## src/rtl/arb_pkg.sv

```systemverilog
package arb_pkg;
  typedef enum logic {
    SLOT_VIDEO = 1'b0,
    SLOT_CPU   = 1'b1
  } slot_e;
endpackage

```

## src/rtl/arb_slot_seq.sv

```systemverilog
module arb_slot_seq
  import arb_pkg::*;
(
  input  logic  clk,
  input  logic  rst,
  output slot_e slot,
  output logic  vsel
);
  always_ff @(posedge clk) begin
    if (rst) begin
      slot <= SLOT_VIDEO;
      vsel <= 1'b0;
    end else begin
      slot <= (slot == SLOT_VIDEO) ? SLOT_CPU : SLOT_VIDEO;
      if (slot == SLOT_CPU) vsel <= ~vsel;
    end
  end

  p_slot_alt_r1: assert property (@(posedge clk) disable iff (rst)
    (slot == SLOT_CPU) |=> (slot == SLOT_VIDEO));
  p_slot_alt2_r1: assert property (@(posedge clk) disable iff (rst)
    (slot == SLOT_VIDEO) |=> (slot == SLOT_CPU));
endmodule

```

## src/rtl/arb_video_latch.sv

```systemverilog
module arb_video_latch #(
  parameter int DW = 8
) (
  input  logic          clk,
  input  logic          rst,
  input  logic          in_video_slot,
  input  logic          fetch_en,
  input  logic          fetch_sel,
  input  logic [DW-1:0] fetch_data,
  input  logic          strobe,
  output logic [DW-1:0] byte0,
  output logic [DW-1:0] byte1
);
  logic [DW-1:0] stage [2];

  for (genvar g = 0; g < 2; g++) begin : g_stage
    always_ff @(posedge clk) begin
      if (rst) stage[g] <= '0;
      else if (in_video_slot && fetch_en && (fetch_sel == g[0])) stage[g] <= fetch_data;
    end
  end

  always_ff @(posedge clk) begin
    if (rst) begin
      byte0 <= '0;
      byte1 <= '0;
    end else if (strobe) begin
      byte0 <= stage[0];
      byte1 <= stage[1];
    end
  end

  p_hold_r5: assert property (@(posedge clk) disable iff (rst)
    !strobe |=> ($stable(byte0) && $stable(byte1)));
endmodule

```

## src/rtl/arb_io_wait.sv

```systemverilog
module arb_io_wait #(
  parameter int IO_WAIT_CLKS = 2
) (
  input  logic clk,
  input  logic rst,
  input  logic cpu_slot,
  input  logic io_req,
  input  logic refresh,
  output logic wait_o
);
  localparam int CW = $clog2(IO_WAIT_CLKS + 1);

  logic [CW-1:0] cnt;
  logic          served;

  always_ff @(posedge clk) begin
    if (rst) begin
      wait_o <= 1'b0;
      cnt    <= '0;
      served <= 1'b0;
    end else if (!cpu_slot) begin
      if (!io_req) begin
        served <= 1'b0;
      end else if (!wait_o && !served) begin
        if (refresh) begin
          served <= 1'b1;
        end else begin
          wait_o <= 1'b1;
          cnt    <= CW'(IO_WAIT_CLKS);
        end
      end
    end else if (wait_o) begin
      if (cnt == CW'(1)) begin
        wait_o <= 1'b0;
        cnt    <= '0;
        served <= 1'b1;
      end else begin
        cnt <= cnt - CW'(1);
      end
    end
  end

  p_cnt_bound_r7: assert property (@(posedge clk) disable iff (rst)
    cnt <= CW'(IO_WAIT_CLKS));
  p_wait_fall_r7: assert property (@(posedge clk) disable iff (rst)
    $fell(wait_o) |-> $past(cpu_slot));
  p_wait_rise_r7: assert property (@(posedge clk) disable iff (rst)
    $rose(wait_o) |-> (cpu_slot && $past(io_req)));
  p_refresh_nowait_r9: assert property (@(posedge clk) disable iff (rst)
    (!cpu_slot && refresh && !wait_o) |=> !wait_o);
endmodule

```

## src/rtl/shared_sram_arbiter.sv

```systemverilog
module shared_sram_arbiter
  import arb_pkg::*;
#(
  parameter int AW           = 16,
  parameter int DW           = 8,
  parameter int IO_WAIT_CLKS = 2
) (
  input  logic          clk,
  input  logic          rst,
  input  logic [AW-1:0] cpu_addr,
  input  logic [DW-1:0] cpu_wdata,
  output logic [DW-1:0] cpu_rdata,
  input  logic          cpu_mreq,
  input  logic          cpu_iorq,
  input  logic          cpu_rd,
  input  logic          cpu_wr,
  output logic          cpu_wait,
  output logic          cpu_clk,
  input  logic [AW-2:0] video_addr,
  input  logic          vid_refresh,
  input  logic          vid_strobe,
  output logic [DW-1:0] vid_byte0,
  output logic [DW-1:0] vid_byte1,
  output logic [AW-1:0] sram_addr,
  output logic [DW-1:0] sram_wdata,
  input  logic [DW-1:0] sram_rdata,
  output logic          sram_ce,
  output logic          sram_we
);
  slot_e slot;
  logic  vsel;
  logic  cpu_slot;
  logic  io_req;

  assign cpu_slot = (slot == SLOT_CPU);
  assign cpu_clk  = cpu_slot;
  assign io_req   = cpu_iorq && (cpu_rd || cpu_wr);

  arb_slot_seq u_seq (
    .clk  (clk),
    .rst  (rst),
    .slot (slot),
    .vsel (vsel)
  );

  always_ff @(posedge clk) begin
    if (rst) begin
      sram_addr  <= '0;
      sram_wdata <= '0;
      sram_ce    <= 1'b0;
      sram_we    <= 1'b0;
      cpu_rdata  <= '0;
    end else if (!cpu_slot) begin
      sram_addr  <= cpu_addr;
      sram_wdata <= cpu_wdata;
      sram_ce    <= cpu_mreq && (cpu_rd || cpu_wr);
      sram_we    <= cpu_mreq && cpu_wr;
    end else begin
      if (sram_ce && !sram_we) cpu_rdata <= sram_rdata;
      sram_addr <= {video_addr, vsel};
      sram_we   <= 1'b0;
      sram_ce   <= !vid_refresh;
    end
  end

  arb_video_latch #(.DW(DW)) u_vid (
    .clk           (clk),
    .rst           (rst),
    .in_video_slot (!cpu_slot),
    .fetch_en      (sram_ce),
    .fetch_sel     (sram_addr[0]),
    .fetch_data    (sram_rdata),
    .strobe        (vid_strobe),
    .byte0         (vid_byte0),
    .byte1         (vid_byte1)
  );

  arb_io_wait #(.IO_WAIT_CLKS(IO_WAIT_CLKS)) u_io (
    .clk      (clk),
    .rst      (rst),
    .cpu_slot (cpu_slot),
    .io_req   (io_req),
    .refresh  (vid_refresh),
    .wait_o   (cpu_wait)
  );

  p_we_cpu_slot_r3: assert property (@(posedge clk) disable iff (rst)
    sram_we |-> cpu_clk);
  p_refresh_idle_r6: assert property (@(posedge clk) disable iff (rst)
    (cpu_clk && vid_refresh) |=> !sram_ce);
  p_video_read_only_r4: assert property (@(posedge clk) disable iff (rst)
    (cpu_clk && !vid_refresh) |=> (sram_ce && !sram_we));
  p_mem_nowait_r8: assert property (@(posedge clk) disable iff (rst)
    (cpu_clk && sram_ce) |-> !cpu_wait);
  p_io_no_sram_r8: assert property (@(posedge clk) disable iff (rst)
    (!cpu_clk && io_req && !cpu_mreq) |=> !sram_ce);
endmodule

```

## config.mk

```make
export PLATFORM = sky130hd
export DESIGN_NAME = shared_sram_arbiter
export DESIGN_NICKNAME = d
export VERILOG_FILES = /design/src/rtl/arb_pkg.sv /design/src/rtl/arb_slot_seq.sv /design/src/rtl/arb_video_latch.sv /design/src/rtl/arb_io_wait.sv /design/src/rtl/shared_sram_arbiter.sv
export SDC_FILE = /design/constraint.sdc
export NUM_CORES = 1
export LEC_CHECK = 0
export BUFFER_PORTS_ARGS = -buffer_cell sky130_fd_sc_hd__buf_2
export CELL_PAD_IN_SITES_DETAIL_PLACEMENT = 0
export CELL_PAD_IN_SITES_GLOBAL_PLACEMENT = 1
export CORE_UTILIZATION = 41
export CTS_BUF_LIST = sky130_fd_sc_hd__clkbuf_4
export DETAILED_ROUTE_END_ITERATION = 6
export MAX_ROUTING_LAYER = met4
export PLACE_DENSITY_LB_ADDON = 0.1
export SYNTH_ARGS = -nofsm -noshare
export SYNTH_HDL_FRONTEND = slang
export SYNTH_SLANG_ARGS = --single-unit
```

## constraint.sdc

```tcl
create_clock -name clk -period 2.3 [get_ports clk]
set_input_delay 0.115 -clock clk [delete_from_list [all_inputs] [get_ports clk]]
set_output_delay 0.115 -clock clk [all_outputs]
set_load 0.02 [all_outputs]
```

==> run summary <==
most frequent cell after synthesis: dfxtp_1
placed instance count: 404
Post-CTS Repair Setup Buffers: 0
synthesized flop and latch total: 72
Synth Area in Adders: 0.00460
drt total wl: 6050 microns
worst-case clock buffer depth: 2
EDFF count, synth: 16
footprint of the multi-input gates: 995 sq um
Final HPWL DP: 3690 microns
sw frac: 0.260
net switching power: 669 uW
I/O pin count: 107
Hold Startpoint: vid_refresh
vias per std cell: 4.57
Post-Synth XOR/XNOR Area: 0.00322
Synth Area in Simple Gates: 0.149
sequential share of the synthesized area: 0.589
RSZ-0062 raised after global routing: false
cell taking the most area after synthesis: dfxtp_1
DRT iter0 DRCs: 75
setup violators final: 0
setup tns final: 0 ns
number of routed nets with antenna violations: 0
htree depth: 3
area grow syn2layout: 42.4%
DR DRC count: 0
GR Util All Layers: 0.193
Gate power share: 0.153
Flop pwr share: 0.546
relative slew slack: 0.613
WP buf/inv: 2
share of cells above drive strength 1: 0.334
clk sinks: 72
post-route minimum period: 2.04 ns
vias in the first global route: 2263
Fmax achieved: 0.491 GHz
WL/cell: 12.9 microns
Buffers on Ports: 106
Setup crit start kind: register
critical path class: register to register
largest family of logic cells by synthesized area: multiplexers
Final Net Count: 443
GPL Wtd Cong: 0.731
# diodes: 0
fillers: 573
slowest cell on the critical path: dfxtp_2
placement row count: 29
core area: 6390 sq um
Die ar.: 6960 sq um
max-slew violations: 0
share of Yosys cell area claimed by the top area cell type: 0.412
clock slew at reported path FFs: 0.11 ns
run status: complete, no violations
clock root buffer: clkbuf_4
Vias: 2145
synth cell count leaders: dfxtp_1, nor2_1, mux2i_1, and2_1, edfxtp_1
crit-path cells: buf_4 > mux2i_1 > dlygate4sd3_1 > nor2_1
CP Max Fanout: 22
global-route wire length before repair: 10100 microns
Fin. Hold Viols: 0
Crit. path cell count: 4
ratio of final minimum period to clock period: 0.886
Worst-Margin Slew: 0.580 ns
Die Width: 83.5 microns
mux contribution to synthesized area: 0.181
antenna violations before repair: 0
reg-to-reg startpoint: u_seq.slot
worst r2r path cells: 4
CP arrival: 2.32 ns
hold path cells: 3
syn nets: 290
total CTS buffers: 9
VDD IR max: 0.000353 V
Most used DFF post-synth: dfxtp_1
cell class contributing the biggest share of worst-path delay: buffers and inverters
FF-to-FF setup slack: 0.26 ns
clk_lat worst skew: 0.40 ns
Synth Area in Compound Gates: 0.0285
Clock power frac: 0.301
Initial Util: 0.426
max-capacitance violation count: 0
Yosys Warn Count: 0
CP required: 2.58 ns
Hold EP: sram_ce
top cells by area, synth: dfxtp_1, mux2i_1, edfxtp_1
CTS tree: done
syn_area_per_cell: 11.6 sq um
pin count of the biggest net entering global routing: 38
DR pass1 iterations: 4
RR Endpoint: sram_addr[15]
Die H: 83.5 microns
leakage: 0.00189 uW
ys async rst share: 0
Setup crit end kind: register
grt ovf: 0
Layout Cells excl Fill: 469
P_int: 1900 uW
Post-Synthesis Cells: 234
type of the tightest min-delay check: input port to register
Synth cell types: 34
sequential cell area: 1600 sq um
P per Cell Area: 664 nW/um^2
skew final: 0.0179 ns
synthesized cell area: 2720 sq um
CP peak stage delay: 0.72 ns
sequential cells by signal (all words and copies together), names as in the netlist, 2 cells and up:
signal,flops
sram_addr,16
u_vid.stage,16
cpu_rdata,8
sram_wdata,8
vid_byte0,8
vid_byte1,8
u_io.cnt,2
metal layers:
layer / GRT usage / wire [microns]
met1: 0.218 / 2700
met4: 0.0863 / 87
met5: - / 0
met3: 0.0564 / 355
met2: 0.318 / 2910
cells in the final DEF (no fill, tap or decap), types with 2 or more instances in the layout:
cell	netlist	routed
buf_2	6	106
o21ai_0	2	2
dlygate4sd3_1	0	49
clkbuf_4	0	10
dfxtp_1	56	55
nand3b_1	3	3
edfxtp_1	16	16
clkinv_2	0	2
nor3_1	2	2
and2_1	16	16
buf_4	2	2
nor2_1	54	54
mux2i_1	48	48
final cells by class:
type | count | area share
Sequential cell | 72 | 0.414
Inverter | 2 | 0.00194
Clock buffer | 10 | 0.0194
Timing Repair Buffer | 157 | 0.268
Clock inverter | 6 | 0.0155
Multi-Input combinational cell | 145 | 0.257
Tap cell | 77 | 0.0249
through the flow:
step | worst slack (ns) | total power [uW] | area [sq um] | utilization | hold WS (ns)
5_1_grt | 0.160 | 2700 | 3870 | 0.606 | 0.0211
3_3_place_gp | 0.636 | 1750 | 3250 | 0.508 | 0.341
2_1_floorplan | 1.01 | 1640 | 2720 | - | 0.189
4_1_cts | 0.292 | 2610 | 3870 | 0.606 | 0.0162
6_report | 0.261 | 2570 | 3870 | 0.606 | 0.0463
3_5_place_dp | 0.546 | 1750 | 3250 | 0.508 | 0.352
how the worst max path moves through the flow:
stage                        endpoint  slack [ns]       start
detailed placement       cpu_rdata[4]        0.55  u_seq.slot
global placement         cpu_rdata[2]        0.64  u_seq.slot
finish                  sram_addr[15]        0.26  u_seq.slot
CTS                     sram_addr[15]        0.29  u_seq.slot
global route            sram_addr[14]        0.16  u_seq.slot
floorplan           u_vid.stage[1][0]        1.01  u_seq.slot
what timing repair did:
item | 4_1_cts | 5_1_grt
endpoints found under the hold margin | 40 | 0
hold buffers | 49 | 0
gates resized for setup | 0 | 0
kinds of logic (layout without fill, tap and decap cells):
group | after synthesis | count (layout)
AO/OA/AOI/OAI | 10 | 10
XOR/XNOR | 1 | 1
adder cells (fa/ha/maj) | 1 | 1
buffers and inverters | 17 | 175
flip-flops | 72 | 72
multiplexers | 49 | 49
AND/OR/NAND/NOR | 84 | 84
power by group through the flow:
stage | Sequential (uW) | Combinational [uW] | Clock, uW
global placement | 1430 | 317 | 0
detailed placement | 1430 | 321 | 0
global route | 1410 | 431 | 859
floorplan | 1480 | 159 | 0
finish | 1400 | 395 | 773
CTS | 1400 | 396 | 809
tightest hold or removal path, cell delays in order:
cell and delay (ns):
buf_2 0.12, mux2_1 0.13, nor2_1 0.04
(Power assumes the default switching activity.)
